**src/rtl/tmr_regs_pkg.sv**
```systemverilog
package tmr_regs_pkg;
  localparam int BYTE_W = 8;
  localparam int CNT_W  = 2 * BYTE_W;
  localparam int MODE_W = 3;

  typedef enum logic [1:0] {
    ACC_LATCH = 2'b00,
    ACC_LO    = 2'b01,
    ACC_HI    = 2'b10,
    ACC_LOHI  = 2'b11
  } acc_e;

  typedef struct packed {
    logic [1:0]        sel;
    acc_e              acc;
    logic [MODE_W-1:0] mode;
    logic              bcd;
  } ctl_word_t;

  // modes 6 and 7 fold onto 2 and 3
  function automatic logic [MODE_W-1:0] fold_mode(input logic [MODE_W-1:0] m);
    return (m[2:1] == 2'b11) ? {1'b0, m[1:0]} : m;
  endfunction

  function automatic logic [CNT_W-1:0] merge_count(input acc_e a,
                                                   input logic [BYTE_W-1:0] lo,
                                                   input logic [BYTE_W-1:0] nb);
    case (a)
      ACC_LO:  return {{BYTE_W{1'b0}}, nb};
      ACC_HI:  return {nb, {BYTE_W{1'b0}}};
      default: return {nb, lo};
    endcase
  endfunction

  function automatic logic [BYTE_W-1:0] pick_byte(input acc_e a, input logic second,
                                                  input logic [CNT_W-1:0] v);
    case (a)
      ACC_HI:   return v[CNT_W-1:BYTE_W];
      ACC_LOHI: return second ? v[CNT_W-1:BYTE_W] : v[BYTE_W-1:0];
      default:  return v[BYTE_W-1:0];
    endcase
  endfunction
endpackage

```
**src/rtl/tmr_ctl_decode.sv**
```systemverilog
module tmr_ctl_decode
  import tmr_regs_pkg::*;
#(
  parameter int NCH = 3,
  parameter int AW  = 2
) (
  input  logic [AW-1:0]     addr,
  input  logic              wr_en,
  input  logic              rd_en,
  input  logic [BYTE_W-1:0] wdata,
  output logic [NCH-1:0]    ctl_set,
  output logic [NCH-1:0]    latch_req,
  output logic [NCH-1:0]    cnt_wr,
  output logic [NCH-1:0]    cnt_rd,
  output acc_e              new_acc,
  output logic [MODE_W-1:0] new_mode
);
  localparam logic [AW-1:0] CTRL_ADDR = AW'(NCH);

  ctl_word_t cw;
  logic      is_ctl;

  assign cw       = ctl_word_t'(wdata);
  assign is_ctl   = wr_en && (addr == CTRL_ADDR);
  assign new_acc  = cw.acc;
  assign new_mode = cw.mode;

  wire unused_bcd = cw.bcd;

  for (genvar i = 0; i < NCH; i++) begin : g_dec
    logic hit;
    assign hit          = is_ctl && (cw.sel == 2'(i));
    assign ctl_set[i]   = hit && (cw.acc != ACC_LATCH);
    assign latch_req[i] = hit && (cw.acc == ACC_LATCH);
    assign cnt_wr[i]    = wr_en && (addr == AW'(i));
    assign cnt_rd[i]    = rd_en && (addr == AW'(i));
  end
endmodule

```
**src/rtl/tmr_chan_regs.sv**
```systemverilog
module tmr_chan_regs
  import tmr_regs_pkg::*;
(
  input  logic              clk,
  input  logic              rst_n,
  input  logic              ctl_set,
  input  logic              latch_req,
  input  logic              cnt_wr,
  input  logic              cnt_rd,
  input  acc_e              new_acc,
  input  logic [MODE_W-1:0] new_mode,
  input  logic [BYTE_W-1:0] wdata,
  input  logic [CNT_W-1:0]  live,
  output logic [MODE_W-1:0] mode,
  output logic [CNT_W-1:0]  count,
  output logic              load,
  output logic [BYTE_W-1:0] rd_byte
);
  acc_e              acc_q;
  logic [MODE_W-1:0] mode_q;
  logic              wtog_q, rtog_q, held_q, load_q;
  logic [BYTE_W-1:0] lo_q;
  logic [CNT_W-1:0]  count_q, hold_q;

  // named internal events
  logic load_done, rd_release, latch_take, first_byte;
  logic [CNT_W-1:0] rd_src;

  assign first_byte = cnt_wr && (acc_q == ACC_LOHI) && !wtog_q;
  assign load_done  = cnt_wr && !first_byte;
  assign rd_release = cnt_rd && ((acc_q != ACC_LOHI) || rtog_q);
  assign latch_take = latch_req && !held_q;
  assign rd_src     = held_q ? hold_q : live;
  assign rd_byte    = pick_byte(acc_q, rtog_q, rd_src);

  assign mode  = mode_q;
  assign count = count_q;
  assign load  = load_q;

  always_ff @(posedge clk or negedge rst_n) begin
    if (!rst_n) begin
      acc_q   <= ACC_LOHI;
      mode_q  <= '0;
      wtog_q  <= 1'b0;
      lo_q    <= '0;
      count_q <= '0;
      load_q  <= 1'b0;
    end else begin
      load_q <= load_done;
      if (ctl_set) begin
        acc_q  <= new_acc;
        mode_q <= fold_mode(new_mode);
        wtog_q <= 1'b0;
      end else if (first_byte) begin
        lo_q   <= wdata;
        wtog_q <= 1'b1;
      end else if (load_done) begin
        count_q <= merge_count(acc_q, lo_q, wdata);
        wtog_q  <= 1'b0;
      end
    end
  end

  always_ff @(posedge clk or negedge rst_n) begin
    if (!rst_n) begin
      held_q <= 1'b0;
      hold_q <= '0;
      rtog_q <= 1'b0;
    end else begin
      if (cnt_rd && (acc_q == ACC_LOHI)) rtog_q <= ~rtog_q;
      if (latch_take) begin
        held_q <= 1'b1;
        hold_q <= live;
        rtog_q <= 1'b0;
      end else if (load_done || rd_release) begin
        held_q <= 1'b0;
      end
    end
  end


  mode_fold_chk: assert property (@(posedge clk) disable iff (!rst_n)
    mode_q[2:1] != 2'b11);


  ctl_clr_wtog_chk: assert property (@(posedge clk) disable iff (!rst_n)
    ctl_set |=> !wtog_q);


  lohi_first_chk: assert property (@(posedge clk) disable iff (!rst_n)
    (first_byte && !ctl_set) |=> (wtog_q && !load_q));


  hold_keep_chk: assert property (@(posedge clk) disable iff (!rst_n)
    (held_q && !rd_release && !load_done) |=> (held_q && $stable(hold_q)));


  load_drop_chk: assert property (@(posedge clk) disable iff (!rst_n)
    load_done |=> !held_q);


  hi_release_chk: assert property (@(posedge clk) disable iff (!rst_n)
    (cnt_rd && held_q && (acc_q == ACC_LOHI) && rtog_q && !latch_req) |=> !held_q);
endmodule

```
**src/rtl/tmr_bus_regs.sv**
```systemverilog
module tmr_bus_regs
  import tmr_regs_pkg::*;
#(
  parameter int NCH = 3,
  parameter int AW  = 2
) (
  input  logic                  clk,
  input  logic                  rst_n,
  input  logic [AW-1:0]         addr,
  input  logic                  wr_en,
  input  logic [BYTE_W-1:0]     wdata,
  input  logic                  rd_en,
  output logic [BYTE_W-1:0]     rdata,
  input  logic [NCH*CNT_W-1:0]  live_cnt,
  output logic [NCH*MODE_W-1:0] ch_mode,
  output logic [NCH*CNT_W-1:0]  ch_count,
  output logic [NCH-1:0]        ch_load
);
  localparam logic [AW-1:0] CTRL_ADDR = AW'(NCH);

  logic [NCH-1:0]    ctl_set, latch_req, cnt_wr, cnt_rd;
  acc_e              new_acc;
  logic [MODE_W-1:0] new_mode;
  logic [BYTE_W-1:0] rd_bytes [NCH];

  tmr_ctl_decode #(.NCH(NCH), .AW(AW)) u_dec (
    .addr(addr), .wr_en(wr_en), .rd_en(rd_en), .wdata(wdata),
    .ctl_set(ctl_set), .latch_req(latch_req), .cnt_wr(cnt_wr), .cnt_rd(cnt_rd),
    .new_acc(new_acc), .new_mode(new_mode)
  );

  for (genvar i = 0; i < NCH; i++) begin : g_ch
    tmr_chan_regs u_ch (
      .clk(clk), .rst_n(rst_n),
      .ctl_set(ctl_set[i]), .latch_req(latch_req[i]),
      .cnt_wr(cnt_wr[i]), .cnt_rd(cnt_rd[i]),
      .new_acc(new_acc), .new_mode(new_mode), .wdata(wdata),
      .live(live_cnt[i*CNT_W +: CNT_W]),
      .mode(ch_mode[i*MODE_W +: MODE_W]),
      .count(ch_count[i*CNT_W +: CNT_W]),
      .load(ch_load[i]),
      .rd_byte(rd_bytes[i])
    );
  end

  always_comb begin
    rdata = '0;
    for (int i = 0; i < NCH; i++)
      if (addr == AW'(i)) rdata = rd_bytes[i];
  end


  one_load_chk: assert property (@(posedge clk) disable iff (!rst_n)
    $onehot0(ch_load));


  rdbk_inert_chk: assert property (@(posedge clk) disable iff (!rst_n)
    (wr_en && (addr == CTRL_ADDR) && (wdata[7:6] == 2'b11))
      |=> ($stable(ch_mode) && (ch_load == '0)));
endmodule

```
**config.mk**
```make
export PLATFORM = sky130hd
export DESIGN_NAME = tmr_bus_regs
export DESIGN_NICKNAME = d
export VERILOG_FILES = /design/src/rtl/tmr_regs_pkg.sv /design/src/rtl/tmr_ctl_decode.sv /design/src/rtl/tmr_chan_regs.sv /design/src/rtl/tmr_bus_regs.sv
export SDC_FILE = /design/constraint.sdc
export NUM_CORES = 1
export LEC_CHECK = 0
export BUFFER_PORTS_ARGS = -buffer_cell sky130_fd_sc_hd__buf_2
export CAP_MARGIN = 15
export CORE_MARGIN = 5
export CORE_UTILIZATION = 35
export CTS_CLUSTER_SIZE = 24
export DETAILED_ROUTE_END_ITERATION = 16
export MAX_ROUTING_LAYER = met4
export SLEW_MARGIN = 20
export SYNTH_ARGS = -nofsm -noshare
export SYNTH_HDL_FRONTEND = slang
export SYNTH_HIERARCHICAL = 1
export SYNTH_SLANG_ARGS = --single-unit
```
**constraint.sdc**
```tcl
create_clock -name clk -period 2.2 [get_ports clk]
set_clock_uncertainty 0.15 [all_clocks]
set_input_delay 0.44 -clock clk [delete_from_list [all_inputs] [get_ports clk]]
set_output_delay 0.44 -clock clk [all_outputs]
set_load 0.02 [all_outputs]
```
==> Yosys cells after proc, flatten, opt, wreduce, memory -nomap -nowiden <==
Cells that the tools add are included.
{ "totals": {"regBits": 147, "elab_cells": 159, "inputBits": 62} }
{ "classes": {"bitwise_logic": 9, "muxes": 37, "n_eq_ne": 18, "reduce_logical": 68} }
{ "ops": {"columns": ["op", "n"], "rows": [
  ["$pmux W16 S2", 3],
  ["$mux W16", 3],
  ["$mux W8", 6],
  ["$pmux W8 S2", 3],
  ["$logic_and A1 B1 Y1", 34],
  ["$mux W1", 21],
  ["$eq A2 B2 Y1 const B", 10],
  ["$reduce_bool A2 Y1", 7],
  ["$eq A2 B1 Y1 const B", 5],
  ["$logic_not A1 Y1", 9],
  ["$not A1 Y1", 9],
  ["$reduce_and A3 Y1", 3],
  ["$reduce_bool A3 Y1", 3],
  ["$logic_not A2 Y1", 3],
  ["$logic_or A1 B1 Y1", 6],
  ["$ne A2 B2 Y1 const B", 3],
  ["$reduce_and A2 Y1", 3],
  ["$mux W3", 1]
]} }

==> Logic depth before layout (Yosys ltp) <==
Gate-level depths: netlist of the first run.
{ "depth": {"depth_word": 9, "ltp_mapped": 8, "ltp_nobuf": 6} }

==> Cells and area by module <==
Netlist of the first run, hierarchy kept.
{ "by_module_without_submodules": {"columns": ["mod", "cells_each", "seq_area_each_um2", "area_each_um2", "instances"], "rows": [
  ["tmr_chan_regs (g_ch[1].u_ch ...)", 198, 1228.7, 2442.3, 2],
  ["tmr_chan_regs (g_ch[0].u_ch)", 184, 1228.7, 2419.8, 1],
  ["tmr_bus_regs", 20, 0.0, 197.7, 1],
  ["tmr_ctl_decode", 22, 0.0, 155.1, 1]
]} }

==> Least setup slack after synthesis of the first run <==
Ideal clock, no wire load.
{ "synth_path": {"path_type": "reg2out", "startpoint": "register g_ch[1].u_ch.acc_q[0]", "endpoint": "output port rdata[0]", "n_path_buf": 0, "t_arrival_ps": 1759, "path_slack_ps": -149, "stages_incl_launch_ff": 6, "path_cell_list": "dfstp_2 ha_1 mux2_2 o22ai_1 mux2i_1 o2bb2ai_1"} }
{ "synth_lines": {"columns": ["element", "line_no", "source"], "rows": [
  ["start, declared", "tmr_chan_regs.sv:19", "acc_e acc_q;"],
  ["start signal, assigned", "tmr_chan_regs.sv:51", "acc_q <= new_acc;"],
  ["end, declared", "tmr_bus_regs.sv:13", "output logic [BYTE_W-1:0] rdata,"]
]} }

==> impl_metrics.toml, run 1 <==
[outcome]
status = "complete, but fails checks"
violations = "negative setup slack"

[critical_path]
start_kind = "register"
critPathMaxFanout = 8
cp.required_ns = 1.61
crit_type = "reg -> out"
worstPathArrival_ns = 2.16
cp-end-kind = "output pin"

[detailed_routing]
drt_iter0_drc = 425
vias = 5203
wl_per_cell_um = 18.7
vias_per_cell = 4.89
route.detailed.drc = 0
postRouteAntennaNets = 0
drt-total-wl_mm = 19.9
dr.pass1.iters = 4

[logic_synthesis]
ys_ff_latch = 147
synth_area_um2 = 7660
synth_ff_type = "dfrtp_1"
syn_inst = 622
avgSynthCellArea_um2 = 12.3
yosys.cell_types.count = 40
async_flop_share_pct = 100
synthesis.nets = 693
ys_seq_area_share_pct = 48.1
yosysWarnings = 6
synth_edf_count = 0

[pwr]
p_leak_nw = 4.49
peakVddDrop_mv = 0.571
p_per_area_nw_per_um2 = 1170

[worst_hold_path]
hp-class = "in -> reg"

[timing]
whs_ns = 0.0975
fin_ws_ns = -0.553
final-max-slew-violation-count = 0
hold_viol_final = 0
min_period_ns = 2.75
max_freq_mhz = 363
worst_pin_slew_ns = 0.448
relSlewSlack_pct = 70.1
rsz0062_at_grt = "yes"
finalSetupViolCount = 8
post-route-period-util_pct = 125
fin_setup_tns_ns = -4.11

[place]
gp_congestion = 0.775
post-dp-hpwl_mm = 14.4
port_buffers = 129

[clock_network]
cts_buffers = 17
cts.sinks = 147
cts_tree = "done"
root_buffer = "clkbuf_16"
clk_pin_slew_ns = 0.06
clock_path_buffers = 2
htreeDepth = 4
insertion_delay_ns = 0.42

[final_layout]
drive_above_1_share_pct = 42.8
multiInputGateArea_um2 = 3780
regArea_um2 = 3690
nFillCells = 2016
nets = 841
syn2layout_area_growth_pct = 24.4

[floorplanning]
num_rows = 54
chipHeight_um = 158
die_x_um = 158
coreArea_um2 = 21700
start_util_pct = 35.3
die-area_um2 = 24900
io_pins = 130

[global_routing]
grt_usage_pct = 17.0
antenna_found_initial = 1
grt_max_degree = 47
grt_pass1_vias = 5411
overflow = 0
grt_first_pass_wirelength_mm = 31.6

[run]
cap_violations = 0
==> area by class of cell <==
class	instances	area share [%]
diodes	1	0.0263
inverters	15	0.591
repair buffers	172	11.4
flip-flops and latches	147	38.7
well taps	280	3.68
clock inverters	5	0.814
multi-input cells	417	39.6
clock buffers	27	5.17
==> flip-flops by register name, indices dropped and copies added (netlist names) <==
register          count
g_ch.u_ch/count      48
g_ch.u_ch/hold_q     48
g_ch.u_ch/lo_q       24
g_ch.u_ch/mode        9
g_ch.u_ch/acc_q       6
g_ch.u_ch/held_q      3
g_ch.u_ch/load        3
g_ch.u_ch/rtog_q      3
g_ch.u_ch/wtog_q      3
==> worst max-delay path, stage by stage, from the launching register on <==
cell and delay (ns):
dfstp_2 0.55, inv_2 0.05, ha_2 0.18, mux2_4 0.34, o22ai_1 0.21, mux2i_1 0.13
o2bb2ai_2 0.15, buf_6 0.13
==> logic make-up after synthesis <==
group	after synthesis	synth area share (%)
fa+ha+maj	9	1.47
flops	147	48.1
mux	164	25.5
buf+inv	58	5.21
xor+xnor	3	0.343
simple gates	115	8.95
compound gates	126	10.4
==> metrics by stage <==
stage / util [%] / setup WS (ns) / power [mW] / instance area, µm² / instances
floorplan: - / 0.0407 / 6.75 / 7720 / 622
global placement: 40.3 / -0.129 / 8.01 / 8750 / 1029
detailed placement: 40.3 / -0.215 / 8.08 / 8750 / 1029
CTS: 43.5 / -0.550 / 11.1 / 9440 / 1062
global route: 43.9 / -0.613 / 11.8 / 9530 / 1064
finish: 43.9 / -0.553 / 11.1 / 9530 / 1064
==> layer usage <==
metal / vias up / share of wire [%] / wire length, µm / GRT usage, %
li1: 2512 / - / - / -
met1: 2548 / 48 / 9480 / 23.1
met2: 117 / 46 / 9240 / 25.2
met3: 26 / 4.2 / 844 / 3.94
met4: 0 / 1.9 / 373 / 5.33
met5: - / 0 / 0 / -
==> what timing repair did <==
action,4_1_cts,5_1_grt
endpoints found under the hold margin,24,0
setup buffers,0,1
hold buffers,1,0
pin swaps,3,8
gates resized for setup,28,14
setup endpoints to repair,8,9
==> cells in the final DEF, fill, tap and decap left out, types with 6 or more instances in the layout <==
cell       netlist  layout
a22o_1           7       7
buf_2            4     120
buf_4           17      38
buf_6           15       8
clkbuf_1         5       7
clkbuf_16        0      17
dfrtp_1        141     141
dfstp_2          6       6
inv_1           12      10
mux2_1          27      27
mux2_2          30      27
mux2_4          48      51
mux2i_1         59      59
nand2_1         67      67
nor2_1           9       9
nor2_8           6       6
o21ai_0         44      44
o21ai_1          6       6
o22ai_1         24       7
o22ai_2          0      17
o2bb2ai_2        0       8
o31ai_1         27      27
==> report_power, final <==
| part | switching, mW | internal, mW | total, mW |
|---|---|---|---|
| clock | 1.09 | 1.76 | 2.85 |
| sequential | 0.508 | 3.57 | 4.08 |
| combinational | 2.22 | 1.97 | 4.18 |
==> path summary, 6_finish.rpt <==
kind                                         from                 endpoint  slack (ns)  depth (start not counted)
min in group asynchronous                   rst_n  g_ch[2].u_ch/hold_q[14]        0.32                          2
max                         g_ch[0].u_ch/acc_q[0]                 rdata[0]       -0.55                          7
min                                  live_cnt[20]   g_ch[1].u_ch/hold_q[4]         0.1                          2
max in group asynchronous                   rst_n    g_ch[0].u_ch/count[5]        0.91                          3
min reg2reg                g_ch[2].u_ch/hold_q[4]   g_ch[2].u_ch/hold_q[4]        0.34                          1
max reg2reg                 g_ch[2].u_ch/acc_q[0]    g_ch[2].u_ch/count[7]        0.19                          5
==> cells in the mapped netlist, types with 12 or more instances <==
master	number	area [µm²]
o31ai_1	27	203
o21ai_0	44	220
mux2_1	27	304
nand2_1	67	251
inv_1	12	45.0
mux2_2	30	338
mux2i_1	59	591
o22ai_1	24	150
mux2_4	48	721
dfrtp_1	141	3530
buf_4	17	128
buf_6	15	169
No activity file was read; power rests on OpenSTA's default activity.
==> run 2: changes to the inputs <==
- BUFFER_PORTS_ARGS: -buffer_cell sky130_fd_sc_hd__buf_2 -> -buffer_cell sky130_fd_sc_hd__buf_4
==> impl_metrics.toml, run 2 (same netlist as run 1, synthesis figures left out) <==
[detailed_routing]
route.detailed.drc = 0
vias_per_cell = 4.98
wirelength_met1_mm = 9.30
postRouteAntennaNets = 0
wl_per_cell_um = 18.8
wl_met2_mm = 9.49
drt_iter0_drc = 403
wl_met3_um = 889
dr.pass1.iters = 4
drt-total-wl_mm = 20.0
top_layer_used = "met4"
vias = 5312

[timing]
fin_ws_ns = -0.543
max_freq_mhz = 365
worst_pin_slew_ns = 0.524
rsz0062_at_grt = "yes"
post-route-period-util_pct = 125
relSlewSlack_pct = 65.0
hold_viol_final = 0
min_period_ns = 2.74
fin_setup_tns_ns = -4.14
final-max-slew-violation-count = 0
finalSetupViolCount = 8

[outcome]
violations = "negative setup slack"
status = "complete, but fails checks"

[global_routing]
grt_max_degree = 54
antenna_found_initial = 1
grt_pass1_vias = 5463
overflow = 0
grt_first_pass_wirelength_mm = 31.4
grt_usage_pct = 17.0

[critical_path]
r2r_slack_ns = 0.14
cpPeakStageDelay_ns = 0.57
critical_path_buf_inv_count = 2
path_cells = "inv_2 -> ha_4 -> mux2_4 -> o22ai_2 -> mux2i_1 -> o2bb2ai_2 -> buf_6"
start_kind = "register"
r2r-start = "g_ch[2].u_ch/acc_q[0]"
worstPathArrival_ns = 2.15
ff2ff_path_depth = 6
critPathSlowestCell = "dfstp_2"
cp.required_ns = 1.61
critPathMaxFanout = 8
r2r_end = "g_ch[2].u_ch/count[9]"
cp-end-kind = "output pin"
crit_path_start = "g_ch[1].u_ch/acc_q[0]"
path_delay_family = "flip-flops"
crit_type = "reg -> out"

[worst_hold_path]
worstHoldStart = "live_cnt[6]"
hp-class = "in -> reg"
worstHoldEndpoint = "g_ch[0].u_ch/hold_q[6]"
whs_path_depth = 2

[place]
gp_congestion = 0.812
placed_area_um2 = 9060
post-dp-hpwl_mm = 14.4
port_buffers = 129

[final_layout]
syn2layout_area_growth_pct = 28.7
final_common_cell = "buf_4"
design_area_um2 = 9850
nets = 844
final_cell_mix = "buf_4 (165), dfrtp_1 (141), nand2_1 (67), mux2i_1 (59), mux2_4 (51)"
drive_above_1_share_pct = 43.9

[floorplanning]
die-area_um2 = 24900
coreArea_um2 = 21700
chipHeight_um = 158
io_pins = 130
die_x_um = 158
num_rows = 54
start_util_pct = 35.3

[pwr]
finalPower_mw = 11.3
p_per_area_nw_per_um2 = 1150
p_leak_nw = 4.57
peakVddDrop_mv = 0.632

[clock_network]
root_buffer = "clkbuf_16"
clk_pin_slew_ns = 0.06
insertion_delay_ns = 0.43
cts_buffers = 17
clock_path_buffers = 2
cts.sinks = 147
htreeDepth = 4
cts_tree = "done"

[run]
cap_violations = 0
-- run 2: final cells by class --
type | instances | area [µm²]
fill | 1995 | 11800
tap | 280 | 350
antenna | 1 | 2.50
sequential | 147 | 3690
clock buffer | 24 | 512
inverter | 15 | 56.3
multi-input combinational | 417 | 3810
clock inverter | 8 | 50.0
timing repair buffer | 175 | 1390
-- run 2: worst max path at each step --
stage	slack, ns	cells past startpoint	end
2_1_floorplan	0.04	5	rdata[0]
3_3_place_gp	-0.15	6	rdata[6]
3_5_place_dp	-0.27	6	rdata[6]
4_1_cts	-0.55	7	rdata[3]
5_1_grt	-0.62	6	rdata[7]
6_report	-0.54	7	rdata[7]
-- run 2: power by group --
| group | switching, mW | leakage, nW | internal, mW |
|---|---|---|---|
| Combinational | 2.24 | 2.42 | 2.22 |
| Sequential | 0.534 | 1.88 | 3.57 |
| Clock | 1.13 | 0.270 | 1.61 |
-- run 2: timing repair --
action / 4_1_cts / 5_1_grt
resized for setup: 18 / 17
hold buffers: 1 / 0
pin swaps: 9 / 6
endpoints found under the hold margin: 20 / 0
setup buffers: 1 / 2
endpoints found under the setup margin: 8 / 8
-- run 2: stage by stage --
stage	util, %	cells	setup WS, ns	hold WS (ns)
floorplan	-	622	0.0407	-0.00559
global placement	41.8	1030	-0.146	0.169
detailed placement	41.8	1030	-0.271	0.167
CTS	44.9	1064	-0.555	0.0681
global route	45.4	1067	-0.618	0.0802
finish	45.4	1067	-0.543	0.0873
-- run 2: layer usage --
layer	up-vias	GRT usage (%)
met3	25	3.58
li1	2537	-
met2	110	25.9
met4	0	6.15
met1	2640	22.4
met5	-	-
==> run 3: changes to the inputs <==
- ABC_AREA: default -> 1
- PLACE_DENSITY_LB_ADDON: default -> 0.25
==> impl_metrics.toml, run 3 <==
[pwr]
p_per_area_nw_per_um2 = 1110
p_leak_nw = 5.22
peakVddDrop_mv = 0.624

[timing]
rsz0062_at_grt = "yes"
max_freq_mhz = 397
min_period_ns = 2.52
fin_ws_ns = -0.321
fin_setup_tns_ns = -2.50
worst_pin_slew_ns = 0.488
final-max-slew-violation-count = 0
post-route-period-util_pct = 115
hold_viol_final = 0
relSlewSlack_pct = 67.4
finalSetupViolCount = 8

[critical_path]
r2r_end = "g_ch[0].u_ch/count[3]"
critical_path_buf_inv_count = 3
start_kind = "register"
worstSetupEndpoint = "rdata[4]"
crit_type = "reg -> out"
crit_cells = 9
crit_path_start = "g_ch[2].u_ch/acc_q[0]"
r2r_slack_ns = 0.35
path_delay_family = "flip-flops"
worstPathArrival_ns = 1.93
critPathMaxFanout = 8
critPathSlowestCell = "dfstp_2"
cp.required_ns = 1.61
ff2ff_path_depth = 8
cpPeakStageDelay_ns = 0.57
path_cells = "inv_2 -> ha_4 -> o21ai_2 -> buf_6 -> nand2_2 -> nand2_2 -> nand3_2 -> nand3_2 -> buf_6"
r2r-start = "g_ch[0].u_ch/acc_q[1]"
cp-end-kind = "output pin"

[detailed_routing]
drt-total-wl_mm = 21.5
wl_per_cell_um = 14.9
route.detailed.drc = 0
vias_per_cell = 4.73
drt_iter0_drc = 419
vias = 6832
postRouteAntennaNets = 0
dr.pass1.iters = 5

[final_layout]
regArea_um2 = 3690
multiInputGateArea_um2 = 3530
final_cell_mix = "nand2_1 (429), buf_4 (151), dfrtp_1 (141), o21ai_0 (93), inv_1 (71)"
drive_above_1_share_pct = 27.1
syn2layout_area_growth_pct = 29.4
final_common_cell = "nand2_1"
nets = 1223
final_core_util_pct = 45.8
nFillCells = 2193
n_antenna_cell = 0

[global_routing]
grt_max_degree = 44
grt_pass1_vias = 6635
grt_first_pass_wirelength_mm = 34.3
overflow = 0
grt_usage_pct = 18.0
antenna_found_initial = 0

[clock_network]
root_buffer = "clkbuf_16"
insertion_delay_ns = 0.43
cts_buffers = 17
clock_path_buffers = 2
cts.sinks = 147
cts_tree = "done"
clk_pin_slew_ns = 0.06
htreeDepth = 4

[floorplanning]
num_rows = 54
io_pins = 130
die-area_um2 = 25000
die_x_um = 158
start_util_pct = 35.4
chipHeight_um = 158
coreArea_um2 = 21700

[logic_synthesis]
yosys-top-cells-count = "nand2_1 (441), dfrtp_1 (141), o21ai_0 (93), nand3_1 (78), inv_1 (74)"
avgSynthCellArea_um2 = 7.63
async_flop_share_pct = 100
synth_ff_type = "dfrtp_1"
syn_inst = 1006
ys_ff_latch = 147
synth_edf_count = 0
synth_top_area_cell = "dfrtp_1"
ys_seq_area_share_pct = 48.0
ys_top_cells_by_area = "dfrtp_1 (46%), nand2_1 (22%), o21ai_0 (6.1%)"
synth_top_area_share_pct = 46.0
synth_area_um2 = 7670
synthesis.nets = 1077
synth_most_common_cell = "nand2_1"
yosys.cell_types.count = 23
yosysWarnings = 6

[outcome]
violations = "negative setup slack"
status = "complete, but fails checks"

[place]
port_buffers = 129
post-dp-hpwl_mm = 15.0
gp_congestion = 0.841

[worst_hold_path]
hp-class = "in -> reg"

[run]
cap_violations = 0
==> run 3: repair_timing <==
item,4_1_cts,5_1_grt
hold buffers,1,0
endpoints found under the hold margin,36,0
gates resized for setup,52,3
setup endpoints to repair,8,8
pin swaps,23,3
setup buffers,7,1
==> run 3: metal layers <==
layer / global-route usage [%] / share of wire [%] / vias up
met3: 3.58 / 5.2 / 21
met1: 24.1 / 46 / 3229
li1: - / - / 3433
met5: - / 0 / -
met2: 28.0 / 47 / 149
met4: 5.20 / 1.2 / 0
==> run 3: cell type report <==
cell class,instances,share of cell area (%)
Clock inverter,12,1.81
Inverter,92,3.48
Timing Repair Buffer,170,14.1
Sequential cell,147,37.1
Multi-Input combinational cell,724,35.6
Tap cell,280,3.53
Clock buffer,20,4.40
==> run 3: cell families (layout without fill, tap and decap cells) <==
kind of cell | Yosys count | count (layout) | share of synthesized area [%]
buffers and inverters | 135 | 294 | 8.36
adders and majority gates | 9 | 9 | 1.47
DFF | 147 | 147 | 48.0
AOI/OAI and AO/OA | 132 | 132 | 9.78
and+or+nand+nor | 583 | 583 | 32.4
==> run 3: worst min path at each step <==
stage	start	depth (start not counted)	slack, ns	end
finish	live_cnt[36]	3	0.13	g_ch[2].u_ch/hold_q[4]
global route	live_cnt[4]	3	0.13	g_ch[0].u_ch/hold_q[4]
CTS	live_cnt[36]	3	0.11	g_ch[2].u_ch/hold_q[4]
detailed placement	rst_n	1	0.26	g_ch[2].u_ch/hold_q[4]
global placement	rst_n	1	0.26	g_ch[2].u_ch/hold_q[4]
floorplan	rst_n	0	-0.006	g_ch[0].u_ch/count[0]
==> run 3: where the power goes <==
group / switching (mW) / internal, mW / leakage, nW
registers: 0.496 / 3.50 / 1.90
logic: 2.32 / 1.61 / 3.03
clock network: 1.17 / 1.90 / 0.295
total: 3.98 / 7.01 / 5.22
==> run 3: stage by stage <==
step,setup WS (ns),hold WS [ns],instances,power (mW),instance area [µm²]
after floorplan,0.106,-0.00559,1006,6.21,7670
after global placement,0.0358,0.263,1404,7.65,9020
after detailed placement,-0.0290,0.259,1404,7.71,9020
after CTS,-0.306,0.108,1444,11.1,9910
after global routing,-0.429,0.131,1445,11.7,9930
final,-0.321,0.125,1445,11.0,9930
==> run 3: worst reg2reg max path: cells and delay by family, from the launching register on <==
kind                       cells  cell delay, ns
DFF                            1            0.60
and+or+nand+nor                4            0.55
adders and majority gates      1            0.19
buffers and inverters          3            0.25
